[config.mk]
export PLATFORM = sky130hd
export DESIGN_NAME = serial_symbol_deser
export DESIGN_NICKNAME = d
export VERILOG_FILES = /design/src/rtl/serial_symbol_deser_pkg.sv /design/src/rtl/serial_symbol_deser_ctrl.sv /design/src/rtl/serial_symbol_deser_dp.sv /design/src/rtl/serial_symbol_deser.sv
export SDC_FILE = /design/constraint.sdc
export NUM_CORES = 1
export LEC_CHECK = 0
export CAP_MARGIN = 20
export CORE_ASPECT_RATIO = 1.2
export CORE_MARGIN = 2
export CORE_UTILIZATION = 25
export DETAILED_ROUTE_END_ITERATION = 16
export MAX_ROUTING_LAYER = met4
export PLACE_DENSITY = 0.54
export SLEW_MARGIN = 20
export SYNTH_ARGS = -nofsm -noshare
export SYNTH_HDL_FRONTEND = slang
export SYNTH_SLANG_ARGS = --single-unit
[constraint.sdc]
create_clock -name clk -period 2.7 [get_ports clk]
set_clock_uncertainty 0.15 [all_clocks]
set_input_delay 0.675 -clock clk [delete_from_list [all_inputs] [get_ports clk]]
set_output_delay 0.675 -clock clk [all_outputs]
set_load 0.02 [all_outputs]
[src/rtl/serial_symbol_deser_pkg.sv]
package serial_symbol_deser_pkg;

  typedef enum logic [1:0] {
    ALIGN_OFF   = 2'b00,
    ALIGN_COMMA = 2'b01,
    ALIGN_JOG   = 2'b10,
    ALIGN_RSVD  = 2'b11
  } align_mode_e;

  localparam logic [2:0] WIDTH_TEN   = 3'b000;
  localparam logic [2:0] WIDTH_EIGHT = 3'b001;

  // comma window values, oldest received bit at position 0
  localparam logic [9:0] COMMA_NEG = 10'h17C;
  localparam logic [9:0] COMMA_POS = 10'h283;

  // strobes from control to datapath
  typedef struct packed {
    logic clear;
    logic shift;
    logic emit;
    logic wide;
  } deser_strobe_t;

endpackage

[src/rtl/serial_symbol_deser_ctrl.sv]
module serial_symbol_deser_ctrl
  import serial_symbol_deser_pkg::*;
#(
  parameter int SYM_W     = 10,
  parameter int BYTE_W    = 8,
  parameter int HIGH_BITS = 4
) (
  input  logic          clk,
  input  logic          rstN,
  input  logic          bitEn,
  input  logic          rxEnable,
  input  logic [1:0]    alignMode,
  input  logic [2:0]    widthCode,
  input  logic          commaHit,
  output deser_strobe_t strobe,
  output logic          byteClk,
  output logic          cfgErr
);
  localparam int CNT_W = $clog2(SYM_W);
  localparam logic [CNT_W-1:0] LAST_WIDE   = CNT_W'(SYM_W - 1);
  localparam logic [CNT_W-1:0] LAST_NARROW = CNT_W'(BYTE_W - 1);
  localparam logic [CNT_W-1:0] HIGH_CNT    = CNT_W'(HIGH_BITS);

  logic [CNT_W-1:0] bitCnt;
  logic [CNT_W-1:0] lastIdx;
  logic wideQ, prevHi, activeQ;
  logic widthOk, alignOk, jogHit, commaMode, atEnd, realign;

  always_comb begin
    widthOk   = (widthCode == WIDTH_TEN) || (widthCode == WIDTH_EIGHT);
    alignOk   = (alignMode != ALIGN_RSVD);
    lastIdx   = wideQ ? LAST_WIDE : LAST_NARROW;
    atEnd     = (bitCnt >= lastIdx);
    commaMode = (alignMode == ALIGN_COMMA);
    jogHit    = (alignMode == ALIGN_JOG) && !prevHi;
    realign   = commaMode && commaHit && !atEnd;

    strobe.clear = !rxEnable;
    strobe.shift = rxEnable && bitEn;
    strobe.emit  = rxEnable && bitEn && !jogHit && (atEnd || realign);
    strobe.wide  = wideQ;

    byteClk = activeQ && (bitCnt < HIGH_CNT);
  end

  always_ff @(posedge clk or negedge rstN) begin
    if (!rstN) begin
      bitCnt  <= '0;
      wideQ   <= 1'b1;
      prevHi  <= 1'b0;
      activeQ <= 1'b0;
      cfgErr  <= 1'b0;
    end else begin
      activeQ <= rxEnable;
      cfgErr  <= !widthOk || !alignOk;
      if (widthOk) wideQ <= (widthCode == WIDTH_TEN);
      if (bitEn) prevHi <= alignMode[1];
      if (!rxEnable) begin
        bitCnt <= '0;
      end else if (bitEn && !jogHit) begin
        if (atEnd || realign) bitCnt <= '0;
        else                  bitCnt <= bitCnt + 1'b1;
      end
    end
  end

endmodule

[src/rtl/serial_symbol_deser_dp.sv]
module serial_symbol_deser_dp
  import serial_symbol_deser_pkg::*;
#(
  parameter int SYM_W  = 10,
  parameter int BYTE_W = 8
) (
  input  logic             clk,
  input  logic             rstN,
  input  logic             serIn,
  input  logic             invertPol,
  input  deser_strobe_t    strobe,
  output logic             commaHit,
  output logic [SYM_W-1:0] symOut
);
  localparam int CARRY = SYM_W - BYTE_W;

  logic             bitIn;
  logic [SYM_W-1:0] win;
  logic [SYM_W-1:0] nextWin;

  always_comb begin
    bitIn    = serIn ^ invertPol;
    nextWin  = {bitIn, win[SYM_W-1:1]};
    commaHit = (nextWin == COMMA_NEG) || (nextWin == COMMA_POS);
  end

  always_ff @(posedge clk or negedge rstN) begin
    if (!rstN) begin
      win    <= '0;
      symOut <= '0;
    end else if (strobe.clear) begin
      win    <= '0;
      symOut <= '0;
    end else if (strobe.shift) begin
      win <= nextWin;
      if (strobe.emit) begin
        if (strobe.wide) symOut <= nextWin;
        else             symOut <= {symOut[CARRY-1:0], nextWin[SYM_W-1:CARRY]};
      end
    end
  end

endmodule

[src/rtl/serial_symbol_deser.sv]
module serial_symbol_deser
  import serial_symbol_deser_pkg::*;
#(
  parameter int SYM_W     = 10,
  parameter int BYTE_W    = 8,
  parameter int HIGH_BITS = 4
) (
  input  logic             clk,
  input  logic             rstN,
  input  logic             bitEn,
  input  logic             serIn,
  input  logic             rxEnable,
  input  logic             invertPol,
  input  logic [1:0]       alignMode,
  input  logic [2:0]       widthCode,
  output logic [SYM_W-1:0] symOut,
  output logic             byteClk,
  output logic             cfgErr
);
  deser_strobe_t strobe;
  logic          commaHit;

  serial_symbol_deser_ctrl #(
    .SYM_W(SYM_W), .BYTE_W(BYTE_W), .HIGH_BITS(HIGH_BITS)
  ) ctrl_i (
    .clk(clk), .rstN(rstN), .bitEn(bitEn), .rxEnable(rxEnable),
    .alignMode(alignMode), .widthCode(widthCode), .commaHit(commaHit),
    .strobe(strobe), .byteClk(byteClk), .cfgErr(cfgErr)
  );

  serial_symbol_deser_dp #(
    .SYM_W(SYM_W), .BYTE_W(BYTE_W)
  ) dp_i (
    .clk(clk), .rstN(rstN), .serIn(serIn), .invertPol(invertPol),
    .strobe(strobe), .commaHit(commaHit), .symOut(symOut)
  );

endmodule

==> results.sh <==
export IMPL_antenna_found_initial=0
export IMPL_post_route_cell_area_mm2=0.00171
export IMPL_clock_latency_ns=0.28
export IMPL_grt_usage=0.106
export IMPL_reg2reg_from="ctrl_i.wideQ$_DFFE_PN1N_"
export IMPL_synthCells=116
export IMPL_dp_hpwl_um=2060
export IMPL_ir_drop_uv=137
export IMPL_synth_top_area_frac=0.485
export IMPL_drt_initial_drc_count=20
export IMPL_min_path_type="flop to flop"
export IMPL_seqCellArea_um2=677
export IMPL_cts_max_level=1
export IMPL_preCtsSetupSlack_ns=-0.0637
export IMPL_syn_cell_area_mm2=0.00134
export IMPL_die_area_mm2=0.00597
export IMPL_clk_path_buf_depth=2
export IMPL_portBuffers=22
export IMPL_synth_edf_count=0
export IMPL_holdBufCountCts=0
export IMPL_yosysSeqAreaShare=0.504
export IMPL_start_util=0.257
export IMPL_grt_pass1_vias=973
export IMPL_min_period_ns=2.44
export IMPL_n_fill_cell=551
export IMPL_hold_start="dp_i.symOut[3]$_DFFE_PN0P_"
export IMPL_whs_ns=0.349
export IMPL_p_total_uw=791
export IMPL_synth_area_per_cell_um2=11.6
export IMPL_critPathRequiredTime_ns=2.76
export IMPL_multiInputGateArea_um2=624
export IMPL_leakagePower_nw=0.776
export IMPL_vias=938
export IMPL_post_cts_buffers=0
export IMPL_die_w_um=70.9
export IMPL_drv_cap=0
export IMPL_syn_num_nets=131
export IMPL_clock_sinks=27
export IMPL_synth_top_cell_by_area="dfrtp_1"
export IMPL_dr_pass1_iters=4
export IMPL_drc=0
export IMPL_layout_setup_ws_ns=0.260
export IMPL_end_kind="flop"
export IMPL_synth_most_common_cell="dfrtp_1"
export IMPL_fmax_mhz=410
export IMPL_final_util=0.328
export IMPL_place_area_mm2=0.00166
export IMPL_synthFlopType="dfrtp_1"
export IMPL_row_count=29
export IMPL_yosys_top_cells_area="dfrtp_1, mux2i_1, o2bb2ai_1"
export IMPL_powerDensity_mw_per_mm2=462
export IMPL_die_h_um=84.3
export IMPL_final_layout_size_suffix_gt1_frac=0.124
export IMPL_wirelength_um=2800
export IMPL_synth_cell_types=30
export IMPL_ys_ff_latch=27
export IMPL_ys_top_cells_by_count="dfrtp_1, mux2i_1, nor2_1"
export IMPL_r2r_cells=8
export IMPL_numCtsBuffers=3
export IMPL_rsz0062_at_grt="false"
export IMPL_synth_warnings=0
export IMPL_grt_max_degree=28
export IMPL_num_antenna_cells=0
export IMPL_ant_nets=0
export IMPL_worstSetupPathType="input pin to flop"
export IMPL_async_flop_share=1.00
export IMPL_holdPathStages=1
export IMPL_maxSlewViolCount=0
export IMPL_ctsResizeCount=0
export IMPL_status="completed"
export IMPL_syn2layout_area_growth_pct=27.6
export IMPL_finalSetupViolCount=0
export IMPL_gp_congestion=0.736
export IMPL_clk_pin_slew_ns=0.10
export IMPL_rr_endpoint="dp_i.symOut[5]$_DFFE_PN0P_"
export IMPL_core_area_mm2=0.00523
export IMPL_crit_fanout=10
export IMPL_ctsRootBufferMaster="clkbuf_8"
export IMPL_start_kind="input pin"
export IMPL_finalHoldViolCount=0
export IMPL_worst_ep_arrival_time_ns=2.50
export IMPL_tritoncts="done"
export IMPL_drt_vias_per_instance=4.53
export IMPL_max_slew_margin=0.732
export IMPL_whs_endpoint="dp_i.symOut[3]$_DFFE_PN0P_"
export IMPL_ioPinCount=23
export IMPL_worst_slew_pin_slew_ns=0.402
export IMPL_rrSetupSlack_ns=0.43
export IMPL_timing_final_crit_share=0.904
export IMPL_gr_total_overflow=0
export IMPL_post_drt_wl_per_cell_um=13.5
export IMPL_layout_nets=161
export IMPL_grt_pass1_wl_um=4950
-- final cells by class --
class                   count  area share
clock buffers               3      0.0241
clock inverters             1     0.00511
inverters                   5      0.0110
multi-input cells          81       0.365
flip-flops and latches     27       0.395
well taps                  62      0.0453
repair buffers             28       0.155
-- cell usage in the layout, fill, tap and decap left out, types with 2 or more instances in the layout --
master,Yosys,layout
o2bb2ai_1,10,10
a211oi_1,2,2
nand3_1,3,3
a21oi_1,4,4
nand2_1,6,6
clkdlybuf4s50_1,0,22
ha_1,4,4
inv_1,5,5
o31ai_1,3,3
nor2_1,16,16
a22o_1,3,3
dfrtp_1,26,26
clkbuf_8,0,3
mux2i_1,16,16
buf_4,0,6
-- per-layer routing --
| layer | global-route usage | part of all wire | vias up | routed length, µm |
|---|---|---|---|---|
| met1 | 0.136 | 0.48 | 443 | 1340 |
| met3 | 0.0252 | 0.029 | 0 | 80 |
| met4 | 0.0206 | 0 | 0 | 0 |
| met2 | 0.171 | 0.49 | 16 | 1380 |
| met5 | - | 0 | - | 0 |
| li1 | - | - | 479 | - |
-- through the flow --
step	setup TNS, ns	std cells
finish	0	207
CTS	0	207
detailed placement	-0.482	203
floorplan	0	116
global route	0	207
global placement	-0.0105	203
-- worst max-delay path by stage --
stage / start / cells after the start / slack [ns] / to
after floorplan: ctrl_i.wideQ$_DFFE_PN1N_ / 8 / 0.53 / dp_i.symOut[9]$_DFFE_PN0P_
final: invertPol / 8 / 0.26 / dp_i.symOut[5]$_DFFE_PN0P_
after global placement: invertPol / 8 / -0.005 / dp_i.symOut[3]$_DFFE_PN0P_
after detailed placement: invertPol / 8 / -0.06 / dp_i.symOut[6]$_DFFE_PN0P_
after global routing: invertPol / 8 / 0.13 / dp_i.symOut[2]$_DFFE_PN0P_
after CTS: invertPol / 8 / 0.25 / dp_i.symOut[6]$_DFFE_PN0P_
-- where the power goes --
group	switching [mW]	total (mW)	internal (mW)
clock	0.142	0.251	0.109
combinational	0.0583	0.112	0.0532
sequential	0.0122	0.429	0.417
total	0.213	0.791	0.578
-- kinds of logic (layout without fill, tap and decap cells) --
family	Yosys count	after routing	synth area share
and+or+nand+nor	33	33	0.126
DFF	27	27	0.504
AOI/OAI and AO/OA	25	25	0.156
buffers and inverters	8	37	0.0308
muxes	17	17	0.128
adders and majority gates	4	4	0.0373
xor gates and xnor gates	2	2	0.0186
-- sequential cells by signal, summed over array words and instances (netlist names) --
signal / count
ctrl_i.wideQ: 1
ctrl_i.bitCnt: 4
ctrl_i.activeQ: 1
dp_i.win: 9
dp_i.symOut: 10
ctrl_i.prevHi: 1
ctrl_i.cfgErr: 1
-- critical path: stages --
cell and delay (ns):
clkdlybuf4s50_1 0.44, xnor2_2 0.28, nand3_1 0.12, or3_4 0.35, a21oi_4 0.17, buf_4 0.15
o21ai_2 0.13, o2bb2ai_1 0.19
(Power assumes the default switching activity.)
